File: config.mk
export PLATFORM = sky130hd
export DESIGN_NAME = omult_constmul
export DESIGN_NICKNAME = d
export VERILOG_FILES = /design/src/rtl/omult_pkg.sv /design/src/rtl/omult_addr_enc.sv /design/src/rtl/omult_odd_rom.sv /design/src/rtl/omult_lshift.sv /design/src/rtl/omult_constmul.sv
export SDC_FILE = /design/constraint.sdc
export NUM_CORES = 1
export LEC_CHECK = 0
export BUFFER_PORTS_ARGS = -buffer_cell sky130_fd_sc_hd__buf_2
export CORE_UTILIZATION = 45
export DETAILED_ROUTE_END_ITERATION = 16
export PLACE_DENSITY = 0.72
export SLEW_MARGIN = 20
export SYNTH_ARGS = -nofsm -noshare
export SYNTH_HDL_FRONTEND = slang
export SYNTH_SLANG_ARGS = --single-unit
File: constraint.sdc
create_clock -name clk -period 0.8 [get_ports clk]
set_input_delay 0 -clock clk [delete_from_list [all_inputs] [get_ports clk]]
set_output_delay 0 -clock clk [all_outputs]
set_load 0.02 [all_outputs]
File: src/rtl/omult_pkg.sv
package omult_pkg;
   // Number of select bits needed for a shift range of 0 .. in_w-1.
   function automatic int shift_sel_bits(input int in_w);
      int b;
      b = $clog2(in_w);
      return (b < 1) ? 1 : b;
   endfunction
endpackage

File: src/rtl/omult_addr_enc.sv
module omult_addr_enc #(
   parameter int IN_W   = 4,
   parameter int ADDR_W = IN_W - 1,
   parameter int SH_W   = 2
) (
   input  logic [IN_W-1:0]   x,
   output logic [ADDR_W-1:0] addr,
   output logic [SH_W-1:0]   sh,
   output logic              zsel
);
   logic [IN_W-1:0] odd_part;

   always_comb begin
      sh = '0;
      // Walk from the top so that the lowest set bit wins.
      for (int i = IN_W - 1; i >= 0; i--) begin
         if (x[i]) sh = SH_W'(i);
      end
      zsel     = (x == '0);
      odd_part = x >> sh;
      addr     = zsel ? '0 : ADDR_W'(odd_part >> 1);
   end
endmodule

File: src/rtl/omult_odd_rom.sv
module omult_odd_rom #(
   parameter int              IN_W   = 4,
   parameter int              COEF_W = 8,
   parameter logic [COEF_W-1:0] COEF = '1,
   parameter int              PROD_W = COEF_W + IN_W,
   parameter int              ADDR_W = IN_W - 1
) (
   input  logic [ADDR_W-1:0] addr,
   input  logic              zsel,
   output logic [PROD_W-1:0] word
);
   localparam int HALF  = 2 ** (IN_W - 1);
   localparam int DEPTH = HALF + 1;

   logic [PROD_W-1:0] table_w [DEPTH];

   for (genvar i = 0; i < HALF; i++) begin : g_odd
      assign table_w[i] = PROD_W'(COEF) * PROD_W'(2 * i + 1);
   end
   assign table_w[HALF] = '0;

   assign word = zsel ? table_w[HALF] : table_w[addr];
endmodule

File: src/rtl/omult_lshift.sv
module omult_lshift #(
   parameter int DATA_W = 12,
   parameter int SH_W   = 2
) (
   input  logic [DATA_W-1:0] din,
   input  logic [SH_W-1:0]   sh,
   output logic [DATA_W-1:0] dout
);
   logic [DATA_W-1:0] stage [SH_W+1];

   assign stage[0] = din;
   for (genvar s = 0; s < SH_W; s++) begin : g_stage
      assign stage[s+1] = sh[s] ? (stage[s] << (2 ** s)) : stage[s];
   end
   assign dout = stage[SH_W];
endmodule

File: src/rtl/omult_constmul.sv
module omult_constmul
   import omult_pkg::*;
#(
   parameter int                IN_W   = 4,
   parameter int                COEF_W = 8,
   parameter logic [COEF_W-1:0] COEF   = 8'd13
) (
   input  logic                     clk,
   input  logic                     rst_n,
   input  logic                     in_valid,
   input  logic [IN_W-1:0]          in_x,
   output logic                     out_valid,
   output logic [COEF_W+IN_W-1:0]   out_prod
);
   localparam int PROD_W = COEF_W + IN_W;
   localparam int ADDR_W = IN_W - 1;
   localparam int SH_W   = shift_sel_bits(IN_W);

   if (IN_W < 2) begin : g_bad_in_w
      $error("omult_constmul: IN_W must be at least 2");
   end
   if (COEF_W < 1) begin : g_bad_coef_w
      $error("omult_constmul: COEF_W must be at least 1");
   end
   if (IN_W > 16) begin : g_big_in_w
      $error("omult_constmul: IN_W above 16 makes an oversized table");
   end

   logic [ADDR_W-1:0] enc_addr;
   logic [SH_W-1:0]   enc_sh;
   logic              enc_zero;
   logic [PROD_W-1:0] rom_word;
   logic [PROD_W-1:0] shifted;

   omult_addr_enc #(.IN_W(IN_W), .ADDR_W(ADDR_W), .SH_W(SH_W)) u_enc (
      .x    (in_x),
      .addr (enc_addr),
      .sh   (enc_sh),
      .zsel (enc_zero)
   );

   omult_odd_rom #(.IN_W(IN_W), .COEF_W(COEF_W), .COEF(COEF),
                   .PROD_W(PROD_W), .ADDR_W(ADDR_W)) u_rom (
      .addr (enc_addr),
      .zsel (enc_zero),
      .word (rom_word)
   );

   omult_lshift #(.DATA_W(PROD_W), .SH_W(SH_W)) u_shift (
      .din  (rom_word),
      .sh   (enc_sh),
      .dout (shifted)
   );

   always_ff @(posedge clk or negedge rst_n) begin
      if (!rst_n) begin
         out_valid <= 1'b0;
         out_prod  <= '0;
      end else begin
         out_valid <= in_valid;
         if (in_valid) out_prod <= shifted;
      end
   end
endmodule

# [Word level (Yosys, flattened, before mapping)]
# Memories as Yosys holds them, arrays and structs flattened.
# Cells that the tools add are included.
[totals] input_bits=7 mem_count=1 rom_bits=192 ff_bits=13 output_inout_bits=13
[mem_list] name="(name not given)" words=16 word_bits=12 rd=1 rd_clocked_by_memory_dff=0 wr=0 line="omult_odd_rom.sv:22" rtl="assign word = zsel ? table_w[HALF] : table_w[addr];"
[classes] bitwise=1 mux=10 reduce_logical=1 magnitude_cmp=1 n_shift=1
[ops] op="$mux W12" n=5
[ops] op="$mux W2" n=4
[ops] op="$ge A4 B5 Y1 const B" n=1
[ops] op="$logic_not A4 Y1" n=1
[ops] op="$not A3 Y4" n=1
[ops] op="$shr A4 B2 Y4" n=1
[ops] op="$mux W3" n=1

# [Depth between registers and ports, before layout]
# Gate-level depths: netlist of run 1.
[logic_depth] word_depth=13 ltp_mapped=10 depth_no_buf=9

# [Hierarchy]
# From an unflattened synthesis of run 1, not the netlist that was laid out.
[hier_totals] hier_cells=93 hier_area_um2=1046.0
[modules_own_cells] module="omult_constmul" seq_area_each_um2=325.3 area_per_inst_um2=509.2 instances=1 cells_per_inst=26
[modules_own_cells] module="omult_lshift" seq_area_each_um2=0.0 area_per_inst_um2=256.5 instances=1 cells_per_inst=28
[modules_own_cells] module="omult_odd_rom" seq_area_each_um2=0.0 area_per_inst_um2=205.2 instances=1 cells_per_inst=26
[modules_own_cells] module="omult_addr_enc" seq_area_each_um2=0.0 area_per_inst_um2=75.1 instances=1 cells_per_inst=13

# [Worst setup path after synthesis of run 1]
# Ideal clock, no wire load.
[synth_path] path_type="input port to flip-flop" startpoint="input port in_x[0]" endpoint="register out_prod[4]" cell_stages=9 n_path_buf=1 arrival_time_ns=1.282 slack_ns=-0.607 cell_sequence="buf_4 nor2b_1 nor2_1 a21oi_1 ha_1 nand2_1 o211a_1 a21oi_1 mux2_2"
[synth_between] elab_chain_len=10
[synth_lines] element="from (decl)" line="omult_constmul.sv:11" rtl="input logic [IN_W-1:0] in_x,"
[synth_lines] element="$mux W2" line="omult_addr_enc.sv:17" rtl="if (x[i]) sh = SH_W'(i);"
[synth_lines] element="$shr A4 B2 Y4" line="omult_addr_enc.sv:20" rtl="odd_part = x >> sh;"
[synth_lines] element="$mux W3" line="omult_addr_enc.sv:21" rtl="addr = zsel ? '0 : ADDR_W'(odd_part >> 1);"
[synth_lines] element="$not A3 Y4 (implied by the code)" line="omult_odd_rom.sv:22"
[synth_lines] element="$mem_v2 Z16 W12"
[synth_lines] element="$mux W12 (implied by the code) (2 in series)" line="omult_odd_rom.sv:22"
[synth_lines] element="$mux W12" line="omult_odd_rom.sv:22"
[synth_lines] element="$mux W12" line="omult_lshift.sv:13" rtl="assign stage[s+1] = sh[s] ? (stage[s] << (2 ** s)) : stage[s];"
[synth_lines] element="$mux W12 *" line="omult_lshift.sv:13"
[synth_lines] element="to (signal assigned)" line="omult_constmul.sv:61" rtl="if (in_valid) out_prod <= shifted;"
[synth_lines] element="to (decl)" line="omult_constmul.sv:13" rtl="output logic [COEF_W+IN_W-1:0] out_prod"
# Mark *: on every way between the ends. The rest lies on a longest branch, timed or not. The select of a mux whose other input is x is not followed.
# A chain may end at the register's enable or synchronous reset.

# [Final worst setup path of run 1]
# Same ends and word-level chain as after synthesis.

==> results.cfg, run 1 <==
[cts]
cts_tree = done
cts_made_buffers = 3
cts-root-buf = clkbuf_4
cts.sinks = 12
cts_max_level = 1
path_clk_slew_ps = 80
clockBufferDepth = 2
clk_latency_ps = 280

[worst_setup_path]
critPathArrivalTime_ps = 1380
cp-end-kind = register
critPathKind = input port to register
crit_fanout = 5
startpoint_type = input port
crit_required_ps = 970

[grt]
track_usage = 0.232
antenna_found_initial = 0
grt_pass1_vias = 696
grt_max_degree = 13
grt_overflow = 0
grt_pass1_wl_mm = 3.12

[drt]
drt_first_iter_violations = 32
wl_mm = 2.27
first_pass_iters = 10
drc = 6
ant_nets = 0
vias = 717
viasPerCell = 5.52
drt-wirelength-per-cell_um = 17.5

[timing]
period_needed_ps = 1210
finalHoldViolations = 0
rsz0062_at_grt = true
fmaxAchievable_mhz = 829
final_max_slew_viol_count = 0
fin_skew_ps = 0
fin_ws_ps = -406
setup_viol = 18
fin_crit_sh = 1.51

[floorplan]
core_um2 = 1560
dieArea_um2 = 1890
die_x_um = 43.4
io_pins = 20
row_count = 14
start_util = 0.495
die_h_um = 43.4

[cells_and_area]
num_antenna_cells = 0
drive_above_1_share = 0.596
fin_util = 0.780
fill_cells = 103
nNetsFinal = 126
final_common_cell = buf_4
area_growth_pct = 57.5
mostFrequentLayoutCells = buf_4, buf_6, dfrtp_1, nor2b_1
instances_no_fill = 130

[logic_synthesis]
yosys.area.top_type = dfrtp_1
synth_top_cell_area_share = 0.389
ys_seq_elements = 12
ys_seq_area_frac = 0.389
avgSynthCellArea_um2 = 10.2
synthesis.area_um2 = 772
synth_cell_types = 32
synthesis.instances = 76
yosys_warnings = 0
syn_nets = 87
synthTopCellsByArea = dfrtp_1, ha_1, mux2_2

[worst_hold_path]
hold_class = input port to asynchronous set/reset pin

[status]
violations = design-rule violations, negative setup slack
outcome = finished, violations left

[placement]
gp_routability_congestion = 0.865
placedCellCount = 118
portBuffers = 18
hpwl_mm = 1.30

[power_and_ir_drop]
max-vdd-ir-drop_uv = 1110
total_power_mw = 1.92
p_leak_nw = 0.587
power_density_nw_per_um2 = 1580

[flow_run]
cap_violations = 0
[sequential cells by signal, summed over array words and instances (netlist names)]
signal     cells
out_valid      1
out_prod      11
[cell usage after synthesis, drive strengths merged]
master and n:
a21oi 6, a221oi 1, a22oi 1, a31o 2, buf 7, conb 1, dfrtp 12, ha 4
inv 6, mux2 4, mux2i 3, nand2 2, nand2b 2, nand3 3, nand3b 3, nor2 3
nor2b 6, nor3 1, o2111ai 1, o211a 1, o211ai 1, o22ai 2, o311ai 1, or3 1
xnor2 2
[critical path: stages]
cell and delay [ps]:
buf_12 110, nor2b_4 100, nor2_2 50, a21oi_2 210, buf_4 170, ha_4 210
nand2_2 60, o211a_1 160, a21oi_2 40, mux2_4 260
[where the power goes]
part	switching [mW]	leakage, nW	internal (mW)
registers	0.0450	0.147	0.666
logic	0.329	0.419	0.386
clock network	0.217	0.0210	0.277
total	0.591	0.587	1.33
[kinds of logic (layout without fill, tap and decap cells)]
group,Yosys count,count (layout),synth area share
AND/OR/NAND/NOR,21,21,0.162
AO/OA/AOI/OAI,16,16,0.164
buffers and inverters,13,51,0.0956
flip-flops,12,12,0.389
multiplexers,7,7,0.0972
adder cells (fa/ha/maj),4,4,0.0648
XOR/XNOR,2,2,0.0227
other,1,1,0.00486
[per-layer routing]
metal,wire [µm],GRT usage
met1,1000,0.312
met2,1160,0.373
met3,113,0.0750
met4,0,0.0375
met5,0,0
[through the flow]
step / hold WS [ps] / setup slack, ps / setup TNS, ps / cell area [µm²]
after floorplan: -296 / -469 / -2350 / 828
after global placement: -117 / -606 / -3110 / 983
after detailed placement: -108 / -661 / -3390 / 983
after CTS: 123 / -320 / -1570 / 1160
after global routing: 137 / -433 / -2680 / 1220
final: 126 / -406 / -2100 / 1220
[path summary, 6_finish.rpt]
check / cells past startpoint / endpoint / startpoint / slack (ps)
max reg2reg: 2 / out_prod[6] / out_prod[6] / -50
max: 10 / out_prod[4] / in_x[0] / -410
min in group clk: 2 / out_valid / in_valid / 130
min reg2reg: 1 / out_prod[10] / out_prod[10] / 550
max in group asynchronous: 2 / out_prod[0] / rst_n / 440
min: 2 / out_valid / rst_n / 130
[timing repair]
item | in CTS | in global routing
hold buffers | 1 | 0
hold endpoints to repair | 12 | 0
pin swaps | 10 | 8
buffers inserted | 4 | 3
setup endpoints to repair | 16 | 19
resized for setup | 31 | 9
[layout make-up]
cell class / instances / area, µm² / share of cell area
multi-input combinational: 51 / 459 / 0.378
sequential: 12 / 303 / 0.249
timing repair buffer: 41 / 375 / 0.309
inverter: 6 / 22.5 / 0.0185
clock buffer: 4 / 36.3 / 0.0298
tap: 16 / 20.0 / 0.0165
(Power assumes the default switching activity.)
==> inputs of run 2 (changes only) <==
BUFFER_PORTS_ARGS = -buffer_cell sky130_fd_sc_hd__buf_4   (was -buffer_cell sky130_fd_sc_hd__buf_2)
==> run 2 against run 1 <==
  * The flow still finishes with violations (design-rule violations, negative setup slack)
  * Sequential power hardly changed
  * Maximum frequency is 7.5% higher
  * Combinational power is 6.0% lower
  * Via count is 4.3% lower
  * Die area stayed put
  * Cell area is 2.7% lower
  * Total power is 2.2% lower
  * Final cell count is 3.8% lower
  * Utilization is 2.1 points lower
  * Worst hold slack worse by 86 ps
  * Critical path type unchanged
==> results.cfg, run 2 (synthesized netlist as in run 1, its figures left out) <==
[cells_and_area]
instances_no_fill = 125
num_antenna_cells = 0
final_cell_area_um2 = 1180
top_regs = out_prod x11, out_valid x1
area_growth_pct = 53.3
largest_register = out_prod
nNetsFinal = 121
final_common_cell = buf_4
largest_reg_flops = 11
mostFrequentLayoutCells = buf_4, buf_6, dfrtp_1, nor2b_1, a21oi_1
drive_above_1_share = 0.550

[grt]
grt_max_degree = 19
grtUsageMet2 = 0.385
grt_overflow = 0
grtUsageMet1 = 0.315
grt_pass1_wl_mm = 3.21
antenna_found_initial = 0
track_usage = 0.239
grt_pass1_vias = 685
grt_use_met3 = 0.0750
top_usage_layer = met2

[placement]
hpwl_mm = 1.23
gp_routability_congestion = 0.868
dpl_cell_area_um2 = 1010
placedCellCount = 115
portBuffers = 18
dp_slack_ps = -653

[floorplan]
start_util = 0.495
io_pins = 20
die_h_um = 43.4
row_count = 14
core_um2 = 1560
die_x_um = 43.4
dieArea_um2 = 1890

[cts]
cts_tree = done
cts_made_buffers = 3
cts.sinks = 12
clk_latency_ps = 280
cts-root-buf = clkbuf_4
cts_max_level = 1
clockBufferDepth = 2
path_clk_slew_ps = 80

[drt]
vias = 686
drt-wirelength-per-cell_um = 15.2
drc = 6
drt_first_iter_violations = 19
wl_mm = 1.90
ant_nets = 0
viasPerCell = 5.49
first_pass_iters = 10

[timing]
setup_viol = 16
fin_crit_sh = 1.40
period_needed_ps = 1120
fin_skew_ps = 0
fin_ws_ps = -321
rsz0062_at_grt = true
final_max_slew_viol_count = 0
whs_ps = 40.7
fmaxAchievable_mhz = 892
finalSetupTns_ps = -1690
finalHoldViolations = 0

[worst_setup_path]
startpoint_type = input port
crit_slowest_cell = mux2_4
r2r_end = out_prod[6]
critPathArrivalTime_ps = 1290
critical_path_buf_inv_count = 2
r2r_setup_slack_ps = -40
crit_path_max_incr_delay_ps = 260
crit_fanout = 5
crit_required_ps = 970
r2r_start = out_prod[6]
crit_family = compound AO/OA/AOI/OAI gates
critPathKind = input port to register
cp-end-kind = register
worstRegToRegCells = 2
cp_cell_sequence = buf_12 > nor2b_4 > nor2_4 > a21oi_2 > buf_4 > ha_4 > nand2_1 > o211a_1 > a21oi_1 > mux2_4

[power_and_ir_drop]
max-vdd-ir-drop_uv = 1090
p_leak_nw = 0.563
power_density_nw_per_um2 = 1590

[worst_hold_path]
holdPathStages = 2
worstHoldStart = in_valid
min_to = out_prod[9]
hold_class = input port to register

[flow_run]
cap_violations = 0

[status]
outcome = finished, violations left
violations = design-rule violations, negative setup slack
==> run 2: cell types whose count changed in the layout (fill, tap and decap cells not counted), sizes merged <==
cell,delta
dlygate4sd3,+1
buf,-6
==> run 2: worst max path at each step <==
| stage | startpoint | endpoint | slack [ps] | cells past startpoint |
|---|---|---|---|---|
| finish | in_x[0] | out_prod[4] | -320 | 10 |
| global route | in_x[0] | out_prod[4] | -370 | 10 |
| CTS | in_x[0] | out_prod[7] | -310 | 9 |
| detailed placement | in_x[1] | out_prod[4] | -650 | 8 |
| global placement | in_x[1] | out_prod[6] | -610 | 8 |
| floorplan | in_x[3] | out_prod[4] | -470 | 9 |
==> run 2: layer usage <==
layer  vias to the layer above  routed length, µm
li1                        325                  -
met1                       329                742
met2                        28                989
met3                         4                146
met4                         0                 17
met5                         -                  0
==> run 2: power by group <==
part	internal, mW	total, mW	switching (mW)
combinational	0.367	0.672	0.305
clock	0.277	0.497	0.220
sequential	0.666	0.709	0.0432
total	1.31	1.88	0.568
==> run 2: layout make-up <==
type | instances | area (µm²)
fillers | 111 | 375
flip-flops and latches | 12 | 303
multi-input cells | 51 | 458
repair buffers | 36 | 344
clock buffers | 4 | 36.3
inverters | 6 | 22.5
well taps | 16 | 20.0
==> run 2: metrics by stage <==
step	util	power, mW
floorplan	-	1.07
global placement	0.645	1.27
detailed placement	0.645	1.28
CTS	0.739	1.86
global route	0.759	1.97
finish	0.759	1.88
==> run 2: what timing repair did <==
item | 4_1_cts | 5_1_grt
pin swaps | 13 | 6
resized for setup | 18 | 6
setup buffers | 3 | 1
endpoints found under the hold margin | 13 | 0
hold buffers | 2 | 0
setup endpoints to repair | 17 | 20
